$ cat src/rtl/rle_pack_pkg.sv
package rle_pack_pkg;
  typedef enum logic [1:0] {
    ACT_NONE   = 2'd0,
    ACT_APPEND = 2'd1,
    ACT_START  = 2'd2
  } act_e;
endpackage

$ cat src/rtl/rle_change_det.sv
module rle_change_det #(
  parameter int unsigned WORD_W = 16
) (
  input  logic              clk_i,
  input  logic              rst_ni,
  input  logic              valid_i,
  input  logic [WORD_W-1:0] sample_i,
  input  logic [WORD_W-1:0] clu_ts_i,
  output logic [WORD_W-1:0] tick_o,
  output logic              store_o
);
  logic [WORD_W-1:0] tick_q, prev_q, age;
  logic              seen_q, force_evt;

  always_ff @(posedge clk_i or negedge rst_ni) begin
    if (!rst_ni) begin
      tick_q <= '0;
      prev_q <= '0;
      seen_q <= 1'b0;
    end else if (valid_i) begin
      tick_q <= tick_q + 1'b1;
      prev_q <= sample_i;
      seen_q <= 1'b1;
    end
  end

  // forced event keeps timestamp gaps below one full rollover
  assign age       = tick_q - clu_ts_i;
  assign force_evt = &age;
  assign tick_o    = tick_q;
  assign store_o   = valid_i && (!seen_q || (sample_i != prev_q) || force_evt);
endmodule

$ cat src/rtl/rle_cluster_buf.sv
module rle_cluster_buf #(
  parameter int unsigned WORD_W = 16,
  parameter int unsigned EVENTS = 7,
  localparam int unsigned CNT_W = $clog2(EVENTS + 1),
  localparam int unsigned SLOTS = 1 << CNT_W,
  localparam int unsigned BUS_W = (EVENTS + 1) * WORD_W
) (
  input  logic              clk_i,
  input  logic              rst_ni,
  input  logic              we_i,
  input  logic [CNT_W-1:0]  widx_i,
  input  logic [WORD_W-1:0] sample_i,
  input  logic [WORD_W-1:0] ts_i,
  input  logic [CNT_W-1:0]  n_i,
  input  logic              add_i,
  output logic [BUS_W-1:0]  data_o
);
  logic [WORD_W-1:0] ev_q [SLOTS];
  logic [WORD_W-1:0] last_ev;
  logic [CNT_W-1:0]  last_idx;

  always_ff @(posedge clk_i or negedge rst_ni) begin
    if (!rst_ni) begin
      for (int k = 0; k < SLOTS; k++) ev_q[k] <= '0;
    end else if (we_i) begin
      ev_q[widx_i] <= sample_i;
    end
  end

  assign last_idx = n_i - CNT_W'(1);
  assign last_ev  = add_i ? sample_i : ev_q[last_idx];
  assign data_o[WORD_W-1:0] = ts_i;

  for (genvar j = 0; j < EVENTS; j++) begin : g_slot
    always_comb begin
      if (CNT_W'(j) < n_i)
        data_o[(j+1)*WORD_W +: WORD_W] = ev_q[j];
      else if (add_i && (CNT_W'(j) == n_i))
        data_o[(j+1)*WORD_W +: WORD_W] = sample_i;
      else
        data_o[(j+1)*WORD_W +: WORD_W] = last_ev;
    end
  end
endmodule

$ cat src/rtl/rle_addr_gen.sv
module rle_addr_gen #(
  parameter int unsigned ADDR_W = 24,
  parameter int unsigned STEP   = 8
) (
  input  logic              clk_i,
  input  logic              rst_ni,
  input  logic              adv_i,
  output logic [ADDR_W-1:0] pos_o,
  output logic              round_o
);
  logic [ADDR_W-1:0] pos_q;
  logic [ADDR_W:0]   sum;
  logic              round_q;

  assign sum = {1'b0, pos_q} + (ADDR_W+1)'(STEP);

  always_ff @(posedge clk_i or negedge rst_ni) begin
    if (!rst_ni) begin
      pos_q   <= '0;
      round_q <= 1'b0;
    end else if (adv_i) begin
      pos_q <= sum[ADDR_W-1:0];
      if (sum[ADDR_W]) round_q <= 1'b1;
    end
  end

  assign pos_o   = pos_q;
  assign round_o = round_q;
endmodule

$ cat src/rtl/rle_cluster_packer.sv
module rle_cluster_packer
  import rle_pack_pkg::*;
#(
  parameter int unsigned WORD_W   = 16,
  parameter int unsigned EVENTS   = 7,
  parameter int unsigned ROW_BITS = 15,
  parameter int unsigned COL_BITS = 9,
  localparam int unsigned ADDR_W   = ROW_BITS + COL_BITS,
  localparam int unsigned CL_WORDS = EVENTS + 1,
  localparam int unsigned CNT_W    = $clog2(EVENTS + 1),
  localparam int unsigned BUS_W    = CL_WORDS * WORD_W
) (
  input  logic              clk_i,
  input  logic              rst_ni,
  input  logic              valid_i,
  input  logic [WORD_W-1:0] sample_i,
  output logic              wr_en_o,
  output logic [ADDR_W-1:0] wr_addr_o,
  output logic [BUS_W-1:0]  wr_data_o,
  output logic [ADDR_W-1:0] wr_pos_o,
  output logic              round_o
);
  logic [WORD_W-1:0] tick, clu_ts_q, next_ts;
  logic [CNT_W-1:0]  cnt_q;
  logic              open_q, store, consec, append, full, start, emit;
  logic [BUS_W-1:0]  clu_data;
  logic [ADDR_W-1:0] pos;
  act_e              act;

  rle_change_det #(.WORD_W(WORD_W)) u_det (
    .clk_i, .rst_ni, .valid_i, .sample_i,
    .clu_ts_i(clu_ts_q), .tick_o(tick), .store_o(store)
  );

  assign next_ts = clu_ts_q + WORD_W'(cnt_q);
  assign consec  = open_q && (tick == next_ts);
  assign append  = store && consec;
  assign full    = append && (cnt_q == CNT_W'(EVENTS - 1));
  assign start   = store && !consec;
  assign emit    = full || (start && open_q);
  assign act     = start ? ACT_START : (append ? ACT_APPEND : ACT_NONE);

  rle_cluster_buf #(.WORD_W(WORD_W), .EVENTS(EVENTS)) u_buf (
    .clk_i, .rst_ni,
    .we_i    (start || append),
    .widx_i  (start ? '0 : cnt_q),
    .sample_i,
    .ts_i    (clu_ts_q),
    .n_i     (cnt_q),
    .add_i   (full),
    .data_o  (clu_data)
  );

  rle_addr_gen #(.ADDR_W(ADDR_W), .STEP(CL_WORDS)) u_addr (
    .clk_i, .rst_ni, .adv_i(emit), .pos_o(pos), .round_o
  );

  always_ff @(posedge clk_i or negedge rst_ni) begin
    if (!rst_ni) begin
      open_q    <= 1'b0;
      cnt_q     <= '0;
      clu_ts_q  <= '0;
      wr_en_o   <= 1'b0;
      wr_addr_o <= '0;
      wr_data_o <= '0;
    end else begin
      wr_en_o <= emit;
      if (emit) begin
        wr_addr_o <= pos;
        wr_data_o <= clu_data;
      end
      unique case (act)
        ACT_START: begin
          open_q   <= 1'b1;
          cnt_q    <= CNT_W'(1);
          clu_ts_q <= tick;
        end
        ACT_APPEND: begin
          if (full) begin
            open_q <= 1'b0;
            cnt_q  <= '0;
          end else begin
            cnt_q <= cnt_q + 1'b1;
          end
        end
        default: ;
      endcase
    end
  end

  assign wr_pos_o = pos;
endmodule

$ cat config.mk
export PLATFORM = sky130hd
export DESIGN_NAME = rle_cluster_packer
export DESIGN_NICKNAME = d
export VERILOG_FILES = /design/src/rtl/rle_pack_pkg.sv /design/src/rtl/rle_change_det.sv /design/src/rtl/rle_cluster_buf.sv /design/src/rtl/rle_addr_gen.sv /design/src/rtl/rle_cluster_packer.sv
export SDC_FILE = /design/constraint.sdc
export NUM_CORES = 1
export LEC_CHECK = 0
export ABC_AREA = 1
export BUFFER_PORTS_ARGS = -buffer_cell sky130_fd_sc_hd__buf_2
export CELL_PAD_IN_SITES_DETAIL_PLACEMENT = 0
export CELL_PAD_IN_SITES_GLOBAL_PLACEMENT = 2
export CORE_AREA = 2 2 237 239
export DETAILED_ROUTE_END_ITERATION = 12
export DIE_AREA = 0 0 239 241
export GPL_ROUTABILITY_DRIVEN = 0
export PLACE_DENSITY_LB_ADDON = 0.08
export SYNTH_ARGS = -nofsm -noshare
export SYNTH_HDL_FRONTEND = slang
export SYNTH_SLANG_ARGS = --single-unit
$ cat constraint.sdc
create_clock -name clk_i -period 3.5 [get_ports clk_i]
set_input_delay 0.35 -clock clk_i [delete_from_list [all_inputs] [get_ports clk_i]]
set_output_delay 0.35 -clock clk_i [all_outputs]
set_load 0.005 [all_outputs]
==> impl.org, run 1 <==
** Drt
- First DRT Iteration DRCs :: 1717
- For this run, design rule violations remaining after detail routing come to 0.
- The count of nets left with antenna violations once routing finished came out at 0.
- Post-detailed-route wirelength per cell :: 22.43 µm
- Count of vias placed by the detailed router :: 18.19k
- 1st-pass router iterations :: 6
- Wirelength, routed :: 78490 µm
- After detailed routing, the number of vias per cell comes to 5.200.

** Floorplanning
- Die Outline Area :: 0.05760 mm²
- Die X :: 239 µm
- In this run the standard cell core region covers 0.05488 mm².
- Height of the die :: 241 µm
- Placement row count :: 86
- Initial cell density of the core :: 0.3469
- I/O pins :: 197

** Setup path
- Along the worst path, the maximum fanout reaches 8.
- In this run the critical register-to-register path is captured at wr_data_o[95]$_DFFE_PN0P_.
- The worst register-to-register path has a setup slack of 210 ps.
- Element type at the critical path end :: flip-flop
- The critical path is of the flip-flop to flip-flop type.
- Data arrival time of the worst path :: 3760 ps
- Depth of the worst register-to-register path :: 21
- Data required time at the worst endpoint :: 3960 ps
- Source of the worst register-to-register timing path :: u_det.tick_o[0]$_DFFE_PN0P_
- STA classifies the critical path startpoint as a flip-flop.

** Synthesis
- Share of Yosys cell area claimed by the top area cell type :: 0.4640
- Area share of and/or/nand/nor cells after synthesis :: 0.2568
- Multiplexer share of the synthesized area :: 0
- The synthesized design contains 353 register bits.
- The commonest cells after synthesis are nand2_1, dfrtp_1, nor2_1.
- Fraction of synthesized cell area in xor and xnor cells :: 0.02576
- Cell area after technology mapping :: 0.01904 mm²
- Yosys mapped a number of flops with a built-in enable equal to 0.
- For this run, the register share of the synthesized area comes to 0.4640.
- Synthesized-area fraction occupied by ao, oa, aoi and oai cells :: 0.1517
- Sorting the synthesized cells by area gives the leading types as dfrtp_1, nand2_1, a21oi_1, nor2_1, o21ai_0.
- Primary flip-flop cell chosen by synthesis mapping :: dfrtp_1
- Dividing the synthesized area by the synthesized cell count gives 7.561 µm².
- Synthesis Warnings :: 0
- By instance count, the leading cell after synthesis is nand2_1.
- Dominant combinational cell family by area after synthesis :: simple AND/OR/NAND/NOR gates
- Yosys mapped the design onto 43 distinct sky130hd cell types.
- The largest total area in the synthesized netlist belongs to dfrtp_1.
- Of the total synthesized cell area, the portion taken by full adders, half adders and majority gates is 0.01919.
- The cell count after synthesis came out at 2518.
- Counting flops with an async set or reset pin after synthesis yields a share of 1.000.

** Clock network
- TritonCTS built the clock tree.
- After clock tree synthesis, the clock-pin slew on the worst setup and hold paths is 50 ps.
- Clock latency on the worst-skew pair, taken at its later pin, is 590 ps.
- Maximum clock path buffer count :: 3
- CTS built an H-tree with a depth of 2.
- Buffer type at the clock tree root :: clkbuf_16
- Counting the buffers created by CTS gives 45.
- The clock net in this run drives a total of 353 sinks.

** Placed design
- Port buffering added 190 buffers.
- DP Wirelength :: 57550 µm

** Hold path
- For hold timing, the worst endpoint is u_buf.ev_q[47]$_DFFE_PN0P_.
- The startpoint identified for the worst hold timing path is sample_i[15].
- Worst min path class :: primary input to flip-flop
- Number of cells on the worst hold path :: 3

** GRT
- Pin count of the biggest net entering global routing :: 74
- The initial antenna violation count was 2.
- Combined global-route utilization of all metal layers :: 0.2687
- Met1 GRT Util :: 0.4064
- In the global route stage, met2 resource usage came out at 0.3914.
- In the global route stage, met3 resource usage came out at 0.05307.
- Number of global-route vias before repair :: 17.21k
- Most Used Layer, Global Route :: met1
- Global routing finished with a remaining overflow of 0.
- The first global-routing pass estimated 114900 µm of wire.

** Timing
- Tightest hold margin :: 92.80 ps
- Min cycle time layout :: 3294 ps
- Transition at the pin with the smallest max-transition slack :: 914.9 ps
- Setup repair after global routing could not meet its margin everywhere.
- Relative slew slack :: 0.3894
- Total negative setup slack :: 0 ps
- Largest clock skew in the final design :: 28.13 ps
- Setup-violating endpoint count in the final report :: 0
- Fin crit share :: 0.9411
- The final-report hold violation count is 0.
- Maximum clock frequency :: 0.3036 GHz
- Count of pins over their slew limit :: 0

** Status
- The flow ran to the end, and the final reports show no timing, DRC or antenna violations.

** Power and ir drop
- Power density over the cells :: 618.1 mW/mm²
- IR analysis of the VDD net gives a maximum drop of 324.0 µV.
- Static Leakage :: 11.53 nW

** Cells and area
- The multi-input combinational cells in the finished layout cover a total of 0.008894 mm².
- The sequential cells in the finished layout cover a total of 0.008835 mm².
- Number of nets in the finished design :: 2810
- Area Growth Syn to Fin :: 23.41%
- Fraction of final layout cells with drive strength greater than 1 :: 0.1754
- Counting the fill cells in the layout gives 5763.

** Job
- Number of maximum-capacitance constraint violations :: 0
==> worst max-delay path by stage <==
| stage | start | endpoint | cells past startpoint |
|---|---|---|---|
| finish | u_det.tick_o[0]$_DFFE_PN0P_ | wr_data_o[95]$_DFFE_PN0P_ | 21 |
| global route | cnt_q[2]$_DFFE_PN0P_ | wr_data_o[115]$_DFFE_PN0P_ | 19 |
| CTS | clu_ts_q[0]$_DFFE_PN0P_ | wr_data_o[67]$_DFFE_PN0P_ | 20 |
| detailed placement | clu_ts_q[0]$_DFFE_PN0P_ | wr_data_o[67]$_DFFE_PN0P_ | 20 |
| global placement | clu_ts_q[0]$_DFFE_PN0P_ | wr_data_o[103]$_DFFE_PN0P_ | 20 |
| floorplan | cnt_q[0]$_DFFE_PN0P_ | wr_data_o[105]$_DFFE_PN0P_ | 17 |
==> per-layer routing <==
metal | share of wire | wire length, µm
met2 | 0.42 | 33300
met5 | 0.00032 | 25
met1 | 0.48 | 37730
met4 | 0.023 | 1840
met3 | 0.071 | 5597
==> power breakdown <==
part / total, mW / leakage (nW) / internal (mW) / switching (mW)
Combinational: 4.58 / 6.58 / 1.74 / 2.84
Clock: 4.75 / 0.722 / 2.87 / 1.88
Sequential: 5.20 / 4.23 / 4.69 / 0.502
Total: 14.5 / 11.5 / 9.30 / 5.22
==> layout make-up <==
cell class,instances,share of cell area
multi-input combinational,1790,0.3785
inverter,239,0.03818
tap,704,0.03749
clock inverter,12,0.007669
timing repair buffer,334,0.1064
sequential,353,0.3760
antenna,1,0.0001065
clock buffer,66,0.05560
==> what timing repair did <==
item,4_1_cts,5_1_grt
setup buffers,0,19
endpoints found under the setup margin,0,280
endpoints found under the hold margin,61,0
hold buffers,1,0
gates resized for setup,0,68
==> cells by family after synthesis <==
group,count (synthesis)
fa+ha+maj,28
buf+inv,380
compound gates,545
simple gates,1155
flops,353
xor+xnor,56
other cells,1
==> layout by cell type (no fill, tap or decap), types with 14 or more instances in the layout <==
cell	netlist	routed
a21boi_0	32	22
a21oi_1	251	247
a21oi_2	14	17
a31oi_1	16	16
buf_12	0	25
buf_2	43	189
buf_4	9	107
clkbuf_16	0	51
dfrtp_1	353	352
ha_1	26	16
inv_1	232	229
nand2_1	567	555
nand2_2	7	14
nand3_1	165	162
nand4_1	37	37
nor2_1	313	312
nor3_1	19	19
o21ai_0	223	221
xnor2_1	18	17
xor2_1	38	38
==> flip-flops by register name, summed over array words and instances, names as in the netlist, 3 cells and up <==
signal        count
u_det.tick_o     16
cnt_q             3
clu_ts_q         16
u_addr.pos_o     21
wr_data_o       128
u_buf.ev_q      128
wr_addr_o        21
u_det.prev_q     16
==> metrics by stage <==
| stage | cells | util | setup WS, ps | cell area, µm² | power, mW |
|---|---|---|---|---|---|
| after floorplan | 2523 | - | 284.2 | 19060 | 7.780 |
| after global placement | 3395 | 0.3914 | 75.61 | 21480 | 9.699 |
| after detailed placement | 3395 | 0.3914 | 44.90 | 21480 | 9.704 |
| after CTS | 3474 | 0.4187 | 46.57 | 22970 | 14.49 |
| after global routing | 3498 | 0.4281 | -22.24 | 23490 | 15.46 |
| final | 3499 | 0.4281 | 206.3 | 23500 | 14.52 |
==> worst max-delay path, cell delays in order, from the launching register on <==
cell      delay, ps
dfrtp_1         390
inv_1            70
ha_1            200
fa_1            370
inv_2            90
nand3_1          80
nand2_2         110
nand2_1          70
nand3b_1         90
nand2_1          50
inv_1            40
nand3_1          80
nor2_2          110
nand4_1          90
buf_4           160
a21oi_4         180
buf_12          150
buf_4           180
nand4_1         260
buf_4           240
nand3_1         100
a21oi_1          80
No activity file was read; power rests on OpenSTA's default activity.
==> run 2: changes to the inputs <==
--- a/config.mk
+++ b/config.mk
@@ -9,11 +9,12 @@
 export BUFFER_PORTS_ARGS = -buffer_cell sky130_fd_sc_hd__buf_2
 export CELL_PAD_IN_SITES_DETAIL_PLACEMENT = 0
 export CELL_PAD_IN_SITES_GLOBAL_PLACEMENT = 2
-export CORE_AREA = 2 2 237 239
+export CORE_AREA = 2 2 242 244
 export DETAILED_ROUTE_END_ITERATION = 12
-export DIE_AREA = 0 0 239 241
+export DIE_AREA = 0 0 244 246
 export GPL_ROUTABILITY_DRIVEN = 0
 export PLACE_DENSITY_LB_ADDON = 0.08
 export SYNTH_ARGS = -nofsm -noshare
 export SYNTH_HDL_FRONTEND = slang
+export SYNTH_HIERARCHICAL = 1
 export SYNTH_SLANG_ARGS = --single-unit
==> constraint.sdc (replaced) <==
create_clock -name clk_i -period 3.5 [get_ports clk_i]
set_input_delay 0.35 -clock clk_i [delete_from_list [all_inputs] [get_ports clk_i]]
set_output_delay 0.35 -clock clk_i [all_outputs]
set_load 0.02 [all_outputs]
==> impl.org, run 2 <==
** GRT
- The total track usage came to 0.2332 (-0.03552).
- The global routing usage on met3 is 0.02974 (-0.02333).
- The total congestion overflow was 0 (unchanged).
- Most Used Layer, Global Route :: met2
- The met2 demand-to-capacity share in global routing came to 0.3665 (-0.02491).
- The first-pass GRT wire length was 107500 µm (-6.4%).
- The maximum number of pins on one net before global-route repair came to 153 (+110%).
- Met1 GRT Util :: 0.3428 (-0.06365)
- The initial antenna violation count was 2 (unchanged).
- Number of global-route vias before repair :: 17.54k (+1.9%)

** Synthesis
- The area fraction of the dominant cell type after synthesis is 0.4597 (-0.004334).
- Cell types occupying the most area after synthesis :: dfrtp_1, nand2_1, nand3_1, inv_1, o21ai_0
- Sorting the synthesized cells by how often they occur yields nand2_1, dfrtp_1, nand3_1.
- Sequential cell area fraction in the yosys report :: 0.4597 (-0.004334)
- The share of synthesized registers carrying an async set or reset was 1.000 (unchanged).
- Number of distinct library cell variants in the gate-level netlist after synthesis :: 43 (unchanged)
- The cell count after synthesis was 2708 (+7.5%).
- The synthesized area per cell came to 7.157 µm² (-5.3%).
- The most used flip-flop cell after synthesis is dfrtp_1.
- Largest area contributor in the netlist :: dfrtp_1
- Synthesis Warnings :: 6 (+6)
- Post-synth EDFFs :: 0 (unchanged)
- The post-synthesis register bit count came to 356 (+0.85%).
- Cell area after technology mapping :: 0.01938 mm² (+1.8%)
- Library cell with the highest instance count after synthesis :: nand2_1

** Setup path
- CP Buf/Inv Count :: 6 (-1)
- Path type of the worst setup path :: flip-flop to flip-flop
- Data arrival time of the worst path :: 3930 ps (+170 ps)
- Critical path's top delay family :: simple AND/OR/NAND/NOR gates
- Logic depth of the worst path, buffers included :: 25 (+19%)
- The worst setup path is captured at a flip-flop.
- The cell count of the worst reg-to-reg path was 25 (+19%).
- CP max FO :: 8 (unchanged)
- Cell occurring most often along the worst timing path :: nand2_1
- The critical path required time is 4030 ps (+70 ps).
- The worst setup path is launched from a flip-flop.
- Library cell contributing the largest single delay on the critical path :: dfrtp_2
- The largest stage delay on the critical path was 440 ps (+50 ps).

** Power and ir drop
- Power Total :: 22.88 mW (+58%)
- Share of power burned in registers :: 0.272 (-0.086)
- The maximum resistive drop on vdd was 368.6 µV (+14%).
- Fraction of power spent switching nets :: 0.4583 (+0.09896)
- The proportion of power drawn by the clock network was 0.195 (-0.132).
- The net switching power figure is 10.49 mW (+100%).
- The internal power was 12.40 mW (+33%).
- Power density over the cells :: 945.6 mW/mm² (+53%)
- Combinational cell fraction of total power :: 0.533 (+0.218)
- Static Leakage :: 13.00 nW (+13%)

** Cells and area
- In the layout the commonest cells are nand2_1, dfrtp_1, nand3_1.
- Leading cell type in the layout, fill and taps excluded :: nand2_1
- Area Growth Syn to Fin :: 24.87%
- Number of nets in the finished design :: 2996 (+6.6%)
- Fraction of final layout cells with drive strength greater than 1 :: 0.1930 (+0.01764)
- Largest registers :: u_buf/ev_q: 128 flops, wr_data_o: 128 flops, wr_addr_o: 24 flops

** Floorplanning
- The overall die height is 246 µm (+2.1%).
- The starting density of the core was 0.3379 (-0.009067).
- Core ar. :: 0.05737 mm² (+4.5%)
- The die boundary width came to 244 µm (+2.1%).
- The total die area is 0.06002 mm² (+4.2%).
- I/O pins :: 197 (unchanged)
- Placement row count :: 88 (+2.3%)

** Drt
- Ratio of routed vias to standard cells :: 4.901 (-5.7%)
- First DRT Iteration DRCs :: 1409 (-18%)
- The via count came to 18.36k (+0.88%).
- The final wirelength was 72600 µm (-7.5%).
- The iteration count of the initial detailed-routing pass came to 7 (+1).
- The number of design rule violations left after detail routing was 0 (unchanged).
- The wire length per cell is 19.39 µm (-14%).
- The residual antenna-violating net count after detailed routing came to 0 (unchanged).

** Placed design
- Number of I/O port buffers :: 193 (+1.6%)
- The half-perimeter wire length after placement was 49410 µm (-14%).

** Timing
- Setup-violating endpoint count in the final report :: 0 (unchanged)
- Relative slew slack :: 0.3516 (-0.03780)
- The maximum clock skew at final layout came to 32.37 ps (+4.233 ps).
- Fin crit share :: 0.9740 (+0.03297)
- The transition time of the tightest slew-check pin was 972.7 ps (+57.71 ps).
- The count of final max-slew check failures is 0 (unchanged).
- The setup TNS came to 0 ps (unchanged).
- The shortest clock period the worst path allows after layout is 3409 ps (+115.4 ps).
- Tightest hold margin :: 42.74 ps (-50.06 ps)
- RSZ-0062 raised after global routing :: true
- Maximum clock frequency :: 0.2933 GHz (-3.4%)
- The final-report hold violation count is 0 (unchanged).

** Status
- The flow ran to the end, and the final reports show no timing, DRC or antenna violations.

** Clock network
- Reg clk slew, reported paths :: 60 ps (about the same)
- Total clock sinks :: 356 (+0.85%)
- In this run the clock root is driven by a clkbuf_16.
- TritonCTS built the clock tree.
- The clock network latency to the later pin of the worst-skew pair came to 590 ps (about the same).
- Clock buffers created by TritonCTS :: 44 (-2.2%)
- The worst-case clock buffer depth is 3 (unchanged).
- The H-tree level count came to 2 (unchanged).

** Job
- Number of maximum-capacitance constraint violations :: 0 (unchanged)

** Hold path
- Worst min path class :: primary input to flip-flop
- The hold-critical path depth came to 3 (unchanged).
## run 2: tightest hold or removal path, cell delays in order
cell     delay [ps]
buf_2           130
nand2_1          60
nand2_1          50
## run 2: power by group through the flow
| stage | Sequential, mW | Combinational [mW] | Clock, mW |
|---|---|---|---|
| 3_5_place_dp | 6.28 | 11.4 | 0 |
| 3_3_place_gp | 6.26 | 11.3 | 0 |
| 6_report | 6.22 | 12.2 | 4.46 |
| 2_1_floorplan | 6.96 | 5.31 | 0 |
| 4_1_cts | 6.22 | 11.6 | 4.57 |
| 5_1_grt | 6.37 | 13.3 | 4.72 |
## run 2: cell type report
type                       instances  area [µm²]
antenna                            1       2.502
clock buffer                      71        1305
clock inverter                     5       63.81
fill                            6074       33160
inverter                         273        1042
multi-input combinational       1937        9275
sequential                       356        8912
tap                              765       957.2
timing repair buffer             337        2643
## run 2: per-stage QoR
stage | std cells | setup slack, ps | instance area, µm² | util
2_1_floorplan | 2710 | 11.58 | 19420 | -
3_3_place_gp | 3640 | -264.2 | 21870 | 0.3812
3_5_place_dp | 3640 | -275.2 | 21870 | 0.3812
4_1_cts | 3729 | 9.985 | 23470 | 0.4091
5_1_grt | 3744 | -28.04 | 24200 | 0.4218
6_report | 3745 | 90.85 | 24200 | 0.4219
## run 2: layer usage
metal	routed length, µm	part of all wire
met5	0	0
met1	34980	0.48
met2	33020	0.45
met4	1335	0.018
met3	3273	0.045
## run 2: worst paths after layout
check                                    startpoint                           end  slack [ps]
min                                    sample_i[10]  u_det/prev_q[10]$_DFFE_PN0P_          40
max reg2reg                 clu_ts_q[0]$_DFFE_PN0P_     wr_data_o[71]$_DFFE_PN0P_          90
min in group asynchronous                    rst_ni     wr_addr_o[12]$_DFFE_PN0P_         330
min reg2reg                u_det/seen_q$_DFFE_PN0P_      u_det/seen_q$_DFFE_PN0P_         440
max                         clu_ts_q[0]$_DFFE_PN0P_     wr_data_o[71]$_DFFE_PN0P_          90
max in group asynchronous                    rst_ni   u_det/tick_o[4]$_DFFE_PN0P_        2170
## run 2: timing repair
action | CTS | global route
hold buffers | 1 | 0
pin swaps | 12 | 48
gates cloned | 1 | 7
setup endpoints to repair | 265 | 302
buffers inserted | 11 | 9
endpoints found under the hold margin | 64 | 0
gates resized for setup | 27 | 135
## run 2: logic make-up (layout without fill, tap and decap cells)
family / count (synthesis) / count (layout) / share of synthesized area
compound gates: 180 / 180 / 0.04777
xor+xnor: 49 / 49 / 0.02363
fa+ha+maj: 28 / 28 / 0.01885
buf+inv: 417 / 686 / 0.08954
flops: 356 / 356 / 0.4597
other cells: 1 / 4 / 0.0001935
simple gates: 1677 / 1677 / 0.3604
